===== src/rtl/iqws_pkg.sv =====
package iqws_pkg;
  parameter int TAG_W = 6;
  parameter int OP_W  = 8;

  typedef struct packed {
    logic [OP_W-1:0]  op;
    logic [TAG_W-1:0] dst;
    logic [TAG_W-1:0] s1;
    logic             r1;
    logic [TAG_W-1:0] s2;
    logic             r2;
  } iq_ent_t;
endpackage


===== src/rtl/iqws_wake.sv =====
module iqws_wake
  import iqws_pkg::*;
(
  input  logic             bc_valid,
  input  logic [TAG_W-1:0] bc_tag,
  input  iq_ent_t          ent_i,
  output iq_ent_t          ent_o
);
  always_comb begin
    ent_o = ent_i;
    if (bc_valid && !ent_i.r1 && (ent_i.s1 == bc_tag)) ent_o.r1 = 1'b1;
    if (bc_valid && !ent_i.r2 && (ent_i.s2 == bc_tag)) ent_o.r2 = 1'b1;
  end
endmodule


===== src/rtl/iqws_pick.sv =====
module iqws_pick #(
  parameter int DEPTH = 8,
  localparam int IDX_W = (DEPTH > 1) ? $clog2(DEPTH) : 1
) (
  input  logic             clk,
  input  logic             rst_n,
  input  logic [DEPTH-1:0] elig,
  output logic             any,
  output logic [IDX_W-1:0] idx
);
  always_comb begin
    any = 1'b0;
    idx = '0;
    for (int i = DEPTH - 1; i >= 0; i--) begin
      if (elig[i]) begin
        any = 1'b1;
        idx = IDX_W'(i);
      end
    end
  end


  pick_elig_chk: assert property (@(posedge clk) disable iff (!rst_n)
    any |-> elig[idx]);


  pick_oldest_chk: assert property (@(posedge clk) disable iff (!rst_n)
    any |-> ((elig & ((DEPTH'(1) << idx) - DEPTH'(1))) == '0));
endmodule


===== src/rtl/iqws_compact.sv =====
module iqws_compact
  import iqws_pkg::*;
#(
  parameter int DEPTH = 8,
  localparam int IDX_W = (DEPTH > 1) ? $clog2(DEPTH) : 1,
  localparam int CNT_W = $clog2(DEPTH + 1)
) (
  input  iq_ent_t          cur [DEPTH],
  input  logic             pop,
  input  logic [IDX_W-1:0] pop_idx,
  input  logic             push,
  input  logic [CNT_W-1:0] push_pos,
  input  iq_ent_t          push_ent,
  output iq_ent_t          nxt [DEPTH]
);
  generate
    for (genvar g = 0; g < DEPTH; g++) begin : g_slot
      always_comb begin
        nxt[g] = cur[g];
        if (g < DEPTH - 1) begin
          if (pop && (IDX_W'(g) >= pop_idx)) nxt[g] = cur[(g < DEPTH - 1) ? g + 1 : g];
        end
        if (push && (push_pos == CNT_W'(g))) nxt[g] = push_ent;
      end
    end
  endgenerate
endmodule


===== src/rtl/iq_wakeup_select.sv =====
module iq_wakeup_select
  import iqws_pkg::*;
#(
  parameter int DEPTH = 8,
  localparam int IDX_W = (DEPTH > 1) ? $clog2(DEPTH) : 1,
  localparam int CNT_W = $clog2(DEPTH + 1)
) (
  input  logic             clk,
  input  logic             rst_n,
  input  logic             in_valid,
  output logic             in_ready,
  input  logic [TAG_W-1:0] in_s1_tag,
  input  logic             in_s1_rdy,
  input  logic [TAG_W-1:0] in_s2_tag,
  input  logic             in_s2_rdy,
  input  logic [TAG_W-1:0] in_dst_tag,
  input  logic [OP_W-1:0]  in_op,
  input  logic             bc_valid,
  input  logic [TAG_W-1:0] bc_tag,
  output logic             out_valid,
  input  logic             out_ready,
  output logic [TAG_W-1:0] out_dst_tag,
  output logic [OP_W-1:0]  out_op,
  output logic             full
);
  iq_ent_t          ent_q   [DEPTH];
  iq_ent_t          ent_wk  [DEPTH];
  iq_ent_t          ent_nxt [DEPTH];
  iq_ent_t          new_raw;
  iq_ent_t          new_wk;
  logic [CNT_W-1:0] cnt_q;
  logic [DEPTH-1:0] elig;
  logic             any;
  logic [IDX_W-1:0] sel;
  logic             pop;
  logic             push;
  logic [CNT_W-1:0] push_pos;

  // Incoming instruction, woken by the same-cycle broadcast.
  always_comb begin
    new_raw.op  = in_op;
    new_raw.dst = in_dst_tag;
    new_raw.s1  = in_s1_tag;
    new_raw.r1  = in_s1_rdy;
    new_raw.s2  = in_s2_tag;
    new_raw.r2  = in_s2_rdy;
  end

  iqws_wake u_wake_in (
    .bc_valid (bc_valid),
    .bc_tag   (bc_tag),
    .ent_i    (new_raw),
    .ent_o    (new_wk)
  );

  generate
    for (genvar g = 0; g < DEPTH; g++) begin : g_ent
      iqws_wake u_wake (
        .bc_valid (bc_valid),
        .bc_tag   (bc_tag),
        .ent_i    (ent_q[g]),
        .ent_o    (ent_wk[g])
      );
      // Eligibility uses stored flags only: a wakeup counts from the next cycle.
      assign elig[g] = (CNT_W'(g) < cnt_q) && ent_q[g].r1 && ent_q[g].r2;
    end
  endgenerate

  iqws_pick #(.DEPTH(DEPTH)) u_pick (
    .clk   (clk),
    .rst_n (rst_n),
    .elig  (elig),
    .any   (any),
    .idx   (sel)
  );

  assign out_valid   = any;
  assign out_dst_tag = ent_q[sel].dst;
  assign out_op      = ent_q[sel].op;
  assign pop         = any && out_ready;
  assign full        = (cnt_q == CNT_W'(DEPTH)) && !pop;
  assign in_ready    = !full;
  assign push        = in_valid && !full;
  assign push_pos    = cnt_q - CNT_W'(pop);

  iqws_compact #(.DEPTH(DEPTH)) u_compact (
    .cur      (ent_wk),
    .pop      (pop),
    .pop_idx  (sel),
    .push     (push),
    .push_pos (push_pos),
    .push_ent (new_wk),
    .nxt      (ent_nxt)
  );

  always_ff @(posedge clk) begin
    if (!rst_n) begin
      cnt_q <= '0;
      for (int i = 0; i < DEPTH; i++) ent_q[i] <= '0;
    end else begin
      cnt_q <= cnt_q - CNT_W'(pop) + CNT_W'(push);
      for (int i = 0; i < DEPTH; i++) ent_q[i] <= ent_nxt[i];
    end
  end


  count_bound_chk: assert property (@(posedge clk) disable iff (!rst_n)
    cnt_q <= CNT_W'(DEPTH));


  count_track_chk: assert property (@(posedge clk) disable iff (!rst_n)
    1'b1 |=> (cnt_q == CNT_W'($past(cnt_q) + CNT_W'($past(push)) - CNT_W'($past(pop)))));


  full_hold_chk: assert property (@(posedge clk) disable iff (!rst_n)
    full |=> (cnt_q == CNT_W'(DEPTH)));


  stall_hold_chk: assert property (@(posedge clk) disable iff (!rst_n)
    (out_valid && !out_ready) |=> out_valid);
endmodule


===== config.mk =====
export PLATFORM = sky130hd
export DESIGN_NAME = iq_wakeup_select
export DESIGN_NICKNAME = d
export VERILOG_FILES = /design/src/rtl/iqws_pkg.sv /design/src/rtl/iqws_wake.sv /design/src/rtl/iqws_pick.sv /design/src/rtl/iqws_compact.sv /design/src/rtl/iq_wakeup_select.sv
export SDC_FILE = /design/constraint.sdc
export NUM_CORES = 1
export LEC_CHECK = 0
export BUFFER_PORTS_ARGS = -buffer_cell sky130_fd_sc_hd__buf_2
export CORE_ASPECT_RATIO = 0.75
export CORE_MARGIN = 4
export CORE_UTILIZATION = 30
export DETAILED_ROUTE_END_ITERATION = 10
export GPL_TIMING_DRIVEN = 0
export PLACE_DENSITY = 0.44
export SETUP_SLACK_MARGIN = 0.02
export SLEW_MARGIN = 40
export SYNTH_ARGS = -nofsm -noshare
export SYNTH_HDL_FRONTEND = slang
export SYNTH_SLANG_ARGS = --single-unit

===== constraint.sdc =====
create_clock -name clk -period 3.8 [get_ports clk]
set_clock_uncertainty 0.1 [all_clocks]
set_input_delay 0.76 -clock clk [delete_from_list [all_inputs] [get_ports clk]]
set_output_delay 0.76 -clock clk [all_outputs]
set_load 0.1 [all_outputs]

---- After elaboration in Yosys (flattened, before gate mapping) ----
Memory sizes are Yosys's and may differ from the RTL's.
Cells that the tools add are included.
Widths: inputs -> output; s select.
word-level totals
  register bits ........................... 4
  RAM bits ................................ 224
  input port bits ......................... 39
  output and inout bits ................... 17
  word-level logic and storage cells ...... 203
  memories ................................ 1
memory list
  memory  depth  width  read ports  clocked after memory_dff  write ports  RTL line                text
  ent_q   8      28     9           0                         8            iq_wakeup_select.sv:26  iq_ent_t ent_q [DEPTH];
operators by class
  $add $sub $neg .......................... 2
  $lt $le $gt $ge ......................... 15
  equality and inequality tests ........... 26
  muxes and demuxes ....................... 59
  bitwise logic cells ..................... 8
  reductions and logical operators ........ 91
operator list
  cell                count
  $mux 28             23
  $eq 6x6->1          18
  $logic_and 1x1->1   70
  $mux 1              28
  $mux 3              8
  $logic_not 1->1     20
  $eq 4x3->1 const B  4
  $lt 3x4->1 const A  4
  $ge 3x3->1 const A  3
  $eq 4x2->1 const B  2
  $lt 1x4->1 const A  2
  $lt 2x4->1 const A  2
  $or 1x1->1          8
  $ge 1x3->1 const A  2
  $ge 2x3->1 const A  2
  $add 4x1->4         1
  $eq 4x1->1 const B  1
  $eq 4x4->1 const B  1
  $logic_not 4->1     1
  $sub 4x1->4         1

---- Logic depth before layout (Yosys ltp) ----
Gate-level depths: netlist of run 1.
  word-level depth ........................ 19
  gate-level depth with buffers ........... 17
  mapped depth without buffers ............ 12

---- Hierarchy ----
From an unflattened synthesis of run 1, not the netlist that was laid out.
second synthesis, totals
  cell total of the unflattened synthesis .. 1811
  area, all modules ....................... 15608.7 um^2
modules (own cells, without submodules)
  module            times used  cells each  area an instance (um^2)  seq. area each (um^2)
  iq_wakeup_select  1           571         7260.7                   4564.4
  iqws_compact      1           831         5227.5                   0.0
  iqws_wake         9           44          337.8                    0.0
  iqws_pick         1           13          80.1                     0.0

---- Least setup slack after synthesis of run 1 ----
Ideal clock, no wire load.
  kind .................................... register to output
  from .................................... register cnt_q[3]
  to ...................................... output port out_dst_tag[0]
  arrival time ............................ 4.150 ns
  data required time ...................... 2.940 ns
  path slack .............................. -1.210 ns
  cell stages (with the launch flop) ...... 10
  path buffers ............................ 3
  path through ............................ dfxtp_1 > buf_6 > a311o_1 > a2111oi_0 > o21ai_1 > buf_4 > buf_4 > mux2i_1 > a22o_1 > a211oi_1
between the ends
  word-level cells in the longest chain between the ends .. 12
  elaborated cells between the ends (all ways) .. 33
  those cells by class .................... 8 x order compare; 8 x mux; 16 x reduce/logical; 1 x memory
RTL lines
  what                            RTL line                 text
  start, declared                 iq_wakeup_select.sv:31   logic [CNT_W-1:0] cnt_q;
  start signal, assigned          iq_wakeup_select.sv:101  cnt_q <= cnt_q - CNT_W'(pop) + CNT_W'(push);
  $lt 3x4->1                      iq_wakeup_select.sv:65   assign elig[g] = (CNT_W'(g) < cnt_q) && ent_q[g].r1 && ent_q[g].r2;
  $logic_and 1x1->1 (2 in a row)  iq_wakeup_select.sv:65
  $mux 3 (7 in a row)             iqws_pick.sv:15          if (elig[i]) begin
  $mux 3 (*)                      iqws_pick.sv:15
  $mem_v2 8x28 (*)                -
  end, declared                   iq_wakeup_select.sv:22   output logic [TAG_W-1:0] out_dst_tag,
Mark *: on every way between the ends. The rest lies on a longest branch, timed or not.

---- Final worst setup path of run 1 ----
  from .................................... register cnt_q[1]
  to ...................................... output port out_op[7]
between the ends
  word-level cells in the longest chain between the ends .. 12
  elaborated cells between the ends (all ways) .. 33
  those cells by class .................... 8 x order compare; 8 x mux; 16 x reduce/logical; 1 x memory
RTL lines
  what                            RTL line                text
  $lt 3x4->1                      iq_wakeup_select.sv:65
  $logic_and 1x1->1 (2 in a row)  iq_wakeup_select.sv:65
  $mux 3 (7 in a row)             iqws_pick.sv:15
  $mux 3 (*)                      iqws_pick.sv:15
  $mem_v2 8x28 (*)                -
  end, declared                   iq_wakeup_select.sv:23  output logic [OP_W-1:0] out_op,
Marked as above.

==> implementation parameters, run 1 <==
Parameter                              Value

Floorplanning
  Std-Cell Rows    65
  Initial Util    0.3071
  Die X-Extent    248.7 um
  Ports placed on the boundary    56
  CORE AREA    42450 um2
  Die area    46890 um2
  Height of the chip    188.5 um

Global routing
  Met3 Resource Use GR    0.02815
  Initial antenna violation count    1
  Largest net degree at the start of global routing    14
  Remaining global-route overflow    0
  Busiest layer in global routing    met1
  Global-route wire length before repair    77540 um
  Met2 Usage GRT    0.3047
  Met1 usage    0.3480
  Global-route total usage across every layer    0.2156
  Vias in the first global route    11400

Routing
  Detail Route Antenna Nets    0
  Vias post-DR    11590
  DRT Pass-1 Iters    5
  WL per Instance    24.23 um
  Post-detailed-route DRC marker count    0
  Post-DR vias/cell    5.349
  Violation count after the first detailed-route iteration    1128
  Final Routed Wirelength    52470 um

STA
  Sum of negative setup slack    -1.664 ns
  Number of setup violations in the final report    14
  Worst slew margin relative to its limit    0.4203
  Minimum clock period after layout    3.948 ns
  Setup repair after global routing missed its margin    yes
  Actual slew at the worst max-slew pin    0.8696 ns
  Maximum frequency from static timing analysis    0.2533 GHz
  Number of pins with negative max-slew slack in the final report    0
  Number of hold-slack violations in the final timing report    0
  Setup slack after layout    -0.1481 ns
  Period utilization    1.039

Final layout
  Post-route cell area    16810 um2
  Post-route non-filler standard cell count    2166
  Share of post-route cells with drive strength above 1    0.2874
  Share of the core filled with cells    0.3960
  Nets    1620
  Commonest cells after routing, fill and taps aside    sky130_fd_sc_hd__dfxtp_1 (225), sky130_fd_sc_hd__nand2_1 (183), sky130_fd_sc_hd__mux2i_1 (130)
  Antenna fix cells    0
  Area overhead of the layout relative to synthesis    28.97%
  Leading cell type in the layout, fill and taps excluded    sky130_fd_sc_hd__dfxtp_1

Placed design
  Placed insts    2097
  Area after DPL    14990 um2
  Routability congestion estimate    0.8603
  HPWL Detailed    39700 um
  Setup Slack @ Placement    -0.3495 ns
  Port Buf Inserts    36

Yosys
  Synthesized instance count    1492
  Mapped cell area    13040 um2
  Average footprint of a synthesized cell    8.737 um2
  Warnings from Yosys    0
  Sequential cell area fraction in the yosys report    0.3501
  Post-synthesis sequential element count    228
  Number of synthesized flops with an enable pin    0
  Async set or reset register ratio after synthesis    0
  Number of distinct library cells after synthesis    70
  Post-synthesis net count    1535
  Top_reg_cell synth    sky130_fd_sc_hd__dfxtp_1

Clocking
  # hold bufs at CTS    0
  CTS tree    done
  Number of buffers added by the clock tree synthesis step    27
  Clock sink count    228
  Number of buffers on the longest clock path    3
  Clk root buf    sky130_fd_sc_hd__clkbuf_16
  Latest clock arrival within the worst-skew pair    0.56 ns
  Clock transition at the register clock pins on the worst setup and hold paths after CTS    0.06 ns
  Depth of the CTS H-tree    1

Power and ir drop
  Max rail drop VDD    0.2872 mV
  PD cells    386.9 nW/um2
  Leak Pwr    6.383 nW

Flow run
  Max cap viols    0

Status
  Status    finished with violations
  Failing checks    setup timing

Worst hold path
  Worst min-delay path class    reg -> reg

Setup path
  Required time reported for the critical path endpoint    2.94 ns
  Critical path endpoint category    primary output
  Peak fanout along the critical path    5
  Classification of the worst setup path    reg -> out
  Arrival time of data at the critical path endpoint    3.09 ns
  Sort of element at the start of the critical path    register
==> worst paths after layout <==
path | start | endpoint | slack, ns | cells past startpoint
hold / removal | ent_q[5][21] | ent_q[5][21] | 0.40 | 2
setup reg to reg | cnt_q[3] | ent_q[7][22] | 0.13 | 16
hold reg to reg | ent_q[5][21] | ent_q[5][21] | 0.40 | 2
setup / recovery | cnt_q[1] | out_op[7] | -0.15 | 11
==> routing by layer <==
metal / up-vias / share of wire
met3: 68 / 0.048
met4: 0 / 0.016
li1: 5552 / -
met1: 5687 / 0.53
met2: 278 / 0.40
met5: - / 0
==> timing repair <==
action / 4_1_cts / 5_1_grt
setup endpoints to repair: 14 / 30
cloned: 2 / 1
buffers inserted: 12 / 5
pin swaps: 8 / 14
gates resized for setup: 115 / 30
==> stage by stage <==
stage                     hold WS (ns)  power (mW)
final                           0.4026       6.505
after global routing            0.4210       6.717
after CTS                       0.3971       6.516
after detailed placement        0.3761       3.655
after global placement          0.3711       3.646
after floorplan                 0.3577       3.352
==> flip-flops by register name, indices dropped and copies added, names as in the netlist <==
signal and flops:
cnt_q 4, ent_q 224
==> synthesized netlist by cell type (2+ instances only) <==
cell type                  count  share of area
sky130_fd_sc_hd__nor4_1        7         0.0034
sky130_fd_sc_hd__o21ai_2       2         0.0013
sky130_fd_sc_hd__o21ai_1      43          0.017
sky130_fd_sc_hd__a311oi_1     13         0.0087
sky130_fd_sc_hd__nand2b_1      4         0.0019
sky130_fd_sc_hd__a41o_1       11         0.0084
sky130_fd_sc_hd__mux2i_1     145           0.11
sky130_fd_sc_hd__ha_1          4         0.0038
sky130_fd_sc_hd__a31oi_1      53          0.025
sky130_fd_sc_hd__buf_1        12         0.0035
sky130_fd_sc_hd__or2_2         4         0.0019
sky130_fd_sc_hd__a21oi_1      37          0.014
sky130_fd_sc_hd__or2_1         2        0.00096
sky130_fd_sc_hd__a22o_1       15          0.010
sky130_fd_sc_hd__buf_4        20          0.012
sky130_fd_sc_hd__clkbuf_1     65          0.019
sky130_fd_sc_hd__buf_6        13          0.011
sky130_fd_sc_hd__o21ai_0      44          0.017
sky130_fd_sc_hd__a211oi_1     23          0.013
sky130_fd_sc_hd__o211a_1       2         0.0015
sky130_fd_sc_hd__buf_2        41          0.016
sky130_fd_sc_hd__nor3_1       14         0.0054
sky130_fd_sc_hd__a311oi_2     42          0.048
sky130_fd_sc_hd__nand2_1     185          0.053
sky130_fd_sc_hd__o221ai_1      3         0.0020
sky130_fd_sc_hd__inv_1         6         0.0017
sky130_fd_sc_hd__nand3_1      41          0.016
sky130_fd_sc_hd__nand4_1      13         0.0062
sky130_fd_sc_hd__o211ai_1      7         0.0040
sky130_fd_sc_hd__o21a_1        2         0.0012
sky130_fd_sc_hd__nor2_1      159          0.046
sky130_fd_sc_hd__xnor2_1      35          0.024
sky130_fd_sc_hd__dfxtp_1     228           0.35
sky130_fd_sc_hd__a32oi_1       2         0.0013
sky130_fd_sc_hd__and2_1        6         0.0029
sky130_fd_sc_hd__o31ai_1      16         0.0092
sky130_fd_sc_hd__a211oi_2     43          0.041
sky130_fd_sc_hd__a31o_1        2         0.0013
sky130_fd_sc_hd__or3_1        15         0.0072
sky130_fd_sc_hd__or2_0         7         0.0034
sky130_fd_sc_hd__xor2_1       77          0.052
==> power breakdown <==
group / internal (mW) / switching (mW) / total [mW] / leakage, nW
Clock: 1.62 / 1.15 / 2.77 / 0.458
Combinational: 0.421 / 0.723 / 1.14 / 4.07
Sequential: 2.49 / 0.101 / 2.59 / 1.85
==> cell families (layout without fill, tap and decap cells) <==
family          after synthesis  after routing  share of synthesized area
xor+xnor                    113            113                    0.07650
mux                         146            146                     0.1122
flops                       228            228                     0.3501
fa+ha+maj                     4              4                   0.003839
simple gates                467            467                     0.1565
compound gates              376            376                     0.2381
buf+inv                     158            263                    0.06267
==> critical path: stages (launching register included) <==
cell                       delay (ns)
sky130_fd_sc_hd__dfxtp_4         0.38
sky130_fd_sc_hd__buf_6           0.13
sky130_fd_sc_hd__buf_12          0.12
sky130_fd_sc_hd__a21o_1          0.18
sky130_fd_sc_hd__a32oi_4         0.28
sky130_fd_sc_hd__o211a_1         0.28
sky130_fd_sc_hd__a211oi_4        0.07
sky130_fd_sc_hd__buf_12          0.17
sky130_fd_sc_hd__buf_4           0.14
sky130_fd_sc_hd__mux2i_2         0.20
sky130_fd_sc_hd__a211oi_4        0.36
sky130_fd_sc_hd__buf_12          0.22
==> cell type report <==
class | count | area, um2
inverters | 7 | 26.28
repair buffers | 56 | 619.3
fillers | 4278 | 25640
clock inverters | 13 | 150.1
clock buffers | 36 | 769.5
plain buffers | 151 | 1152
flip-flops and latches | 228 | 4576
well taps | 569 | 711.9
multi-input cells | 1106 | 8807
Power figures use the tool's default switching activity.
==> run 2: changes to the inputs <==
--- a/config.mk
+++ b/config.mk
@@ -5,13 +5,13 @@
 export SDC_FILE = /design/constraint.sdc
 export NUM_CORES = 1
 export LEC_CHECK = 0
-export BUFFER_PORTS_ARGS = -buffer_cell sky130_fd_sc_hd__buf_2
 export CORE_ASPECT_RATIO = 0.75
 export CORE_MARGIN = 4
 export CORE_UTILIZATION = 30
 export DETAILED_ROUTE_END_ITERATION = 10
+export DONT_BUFFER_PORTS = 1
 export GPL_TIMING_DRIVEN = 0
-export PLACE_DENSITY = 0.44
+export PLACE_DENSITY = 0.43
 export SETUP_SLACK_MARGIN = 0.02
 export SLEW_MARGIN = 40
 export SYNTH_ARGS = -nofsm -noshare
==> implementation parameters, run 2 (synthesis gave the netlist of run 1 again) <==
Parameter                              Value

Worst hold path
  Hold Crit Depth    2
  Worst min-delay path class    in -> reg
  Beginning of the worst hold path    in_op[7]
  Hold Path End    ent_q[7][27]

STA
  Setup slack after layout    -0.2302 ns
  Minimum clock period after layout    4.030 ns
  Number of hold-slack violations in the final timing report    0
  Period utilization    1.061
  Number of pins with negative max-slew slack in the final report    0
  Worst slew margin relative to its limit    0.4161
  Actual slew at the worst max-slew pin    0.8759 ns
  Worst hold slack after final layout    0.2324 ns
  Setup repair after global routing missed its margin    yes
  Number of setup violations in the final report    14
  Maximum frequency from static timing analysis    0.2481 GHz

Floorplanning
  CORE AREA    42450 um2
  Die X-Extent    248.7 um
  Die area    46890 um2
  Height of the chip    188.5 um
  Initial Util    0.3071
  Ports placed on the boundary    56
  Std-Cell Rows    65

Routing
  Final Routed Wirelength    52720 um
  Post-DR vias/cell    5.378
  Detail Route Antenna Nets    0
  Vias post-DR    11530
  WL per Instance    24.60 um
  DRT Pass-1 Iters    5
  Post-detailed-route DRC marker count    0
  Violation count after the first detailed-route iteration    971

Setup path
  Critical path endpoint category    primary output
  Sort of element at the start of the critical path    register
  Number of cell instances on the worst register-to-register path    14
  Arrival time of data at the critical path endpoint    3.17 ns
  Peak per-stage delay on the critical path    0.39 ns
  Cell type group with the largest total delay on the critical path    compound AO/OA/AOI/OAI gates
  Peak fanout along the critical path    7
  Classification of the worst setup path    reg -> out
  Launching point of the worst reg2reg path    cnt_q[3]
  Required time reported for the critical path endpoint    2.94 ns
  Setup slack of the worst register-to-register path    0.18 ns
  Max stage delay cell, worst path    sky130_fd_sc_hd__dfxtp_4
  Crit path top cell by count    sky130_fd_sc_hd__buf_6
  Reg2Reg Capture Point    ent_q[7][19]
  Sequence of cells on the critical path    buf_8, a311o_1, a2111oi_4, o21ai_2, buf_6, buf_6, mux2i_1, a22o_2, a211oi_4, clkbuf_16
  Worst Path Buf+Inv    4

Clocking
  CTS tree    done
  Clock transition at the register clock pins on the worst setup and hold paths after CTS    0.06 ns
  Depth of the CTS H-tree    1
  # hold bufs at CTS    0
  Clock sink count    228
  Latest clock arrival within the worst-skew pair    0.58 ns
  Clk root buf    sky130_fd_sc_hd__clkbuf_16
  Number of buffers on the longest clock path    3
  Number of buffers added by the clock tree synthesis step    27

Final layout
  Filler Cell Count    4264
  Footprint of the multi-input gates    8785 um2
  Commonest cells after routing, fill and taps aside    sky130_fd_sc_hd__dfxtp_1 (225), sky130_fd_sc_hd__nand2_1 (183), sky130_fd_sc_hd__mux2i_1 (132)
  Area overhead of the layout relative to synthesis    27.91%
  Largest regs    ent_q (224), cnt_q (4)
  Antenna fix cells    0
  Leading cell type in the layout, fill and taps excluded    sky130_fd_sc_hd__dfxtp_1
  Share of post-route cells with drive strength above 1    0.2719
  Share of the core filled with cells    0.3928
  Nets    1598
  Register with the highest flop count    ent_q
  Post-route cell area    16670 um2
  Footprint of the flip-flops and latches    4573 um2
  Max FFs per register    224

Power and ir drop
  PD cells    380.1 nW/um2
  Leak Pwr    6.271 nW
  Max rail drop VDD    0.3221 mV

Global routing
  Remaining global-route overflow    0
  Global-route total usage across every layer    0.2189
  Vias in the first global route    11250
  Met1 usage    0.3561
  Global-route wire length before repair    78230 um
  Met2 Usage GRT    0.2998
  Met3 Resource Use GR    0.03684
  Initial antenna violation count    0
  Busiest layer in global routing    met1
  Largest net degree at the start of global routing    15

Status
  Failing checks    setup timing
  Status    finished with violations

Placed design
  Area after DPL    15190 um2
  Routability congestion estimate    0.8387
  HPWL Detailed    40220 um
  Port Buf Inserts    0

Flow run
  Max cap viols    0
## run 2: cell types whose count changed in the layout (fill, tap and decap cells not counted), sizes merged
cell | previous run | this run
clkinv | 7 | 3
clkinvlp | 1 | 0
buf | 140 | 111
inv | 9 | 8
bufinv | 3 | 2
clkbuf | 102 | 115
## run 2: timing repair
action / CTS / global route
endpoints found under the setup margin: 40 / 43
buffers inserted: 12 / 4
endpoints found under the hold margin: 0 / 0
cloned: 2 / 0
pin swaps: 10 / 9
gates resized for setup: 62 / 33
## run 2: report_power, final
part,internal (mW),switching (mW)
combinational,0.426,0.677
clock,1.53,1.12
sequential,2.49,0.0992
## run 2: how the worst max path moves through the flow
| stage | cells past startpoint | endpoint | startpoint | slack, ns |
|---|---|---|---|---|
| finish | 10 | out_dst_tag[0] | cnt_q[3] | -0.23 |
| global route | 10 | out_dst_tag[0] | cnt_q[3] | -0.34 |
| CTS | 10 | out_op[7] | cnt_q[3] | -0.27 |
| detailed placement | 11 | ent_q[7][4] | out_ready | -0.13 |
| global placement | 15 | ent_q[7][11] | cnt_q[3] | -1.11 |
| floorplan | 17 | ent_q[7][10] | cnt_q[0] | -0.29 |
## run 2: layout make-up
| type | instances | share of cell area |
|---|---|---|
| sequential | 228 | 0.2743 |
| clock buffer | 42 | 0.04630 |
| timing repair buffer | 34 | 0.03347 |
| buffer | 151 | 0.06918 |
| multi-input combinational | 1106 | 0.5268 |
| tap | 569 | 0.04270 |
| inverter | 7 | 0.001576 |
| clock inverter | 6 | 0.005703 |
## run 2: layer usage
metal	vias up	share of wire
met5	-	0
li1	5520	-
met1	5646	0.54
met4	0	0.017
met2	304	0.39
met3	55	0.054
## run 2: stage by stage
| step | setup TNS, ns | power, mW | cells | setup WS, ns |
|---|---|---|---|---|
| detailed placement | -6.054 | 3.702 | 2076 | -0.1345 |
| CTS | -2.865 | 6.378 | 2138 | -0.2734 |
| floorplan | -32.80 | 3.352 | 1492 | -0.2868 |
| global route | -3.572 | 6.559 | 2143 | -0.3445 |
| finish | -2.225 | 6.338 | 2143 | -0.2302 |
| global placement | -214.07 | 3.582 | 2061 | -1.107 |
## run 2: worst reg2reg max path, cell delays in order (launching register included)
cell and delay (ns):
sky130_fd_sc_hd__dfxtp_4 0.42, sky130_fd_sc_hd__bufbuf_16 0.28, sky130_fd_sc_hd__nor2_2 0.05, sky130_fd_sc_hd__o32a_1 0.40, sky130_fd_sc_hd__buf_4 0.15, sky130_fd_sc_hd__nand4_1 0.10, sky130_fd_sc_hd__and2_1 0.21, sky130_fd_sc_hd__ha_2 0.24
sky130_fd_sc_hd__nand2_1 0.09, sky130_fd_sc_hd__xnor2_2 0.46, sky130_fd_sc_hd__and4_1 0.37, sky130_fd_sc_hd__buf_2 0.18, sky130_fd_sc_hd__buf_6 0.18, sky130_fd_sc_hd__mux2i_1 0.20, sky130_fd_sc_hd__nor2_1 0.05
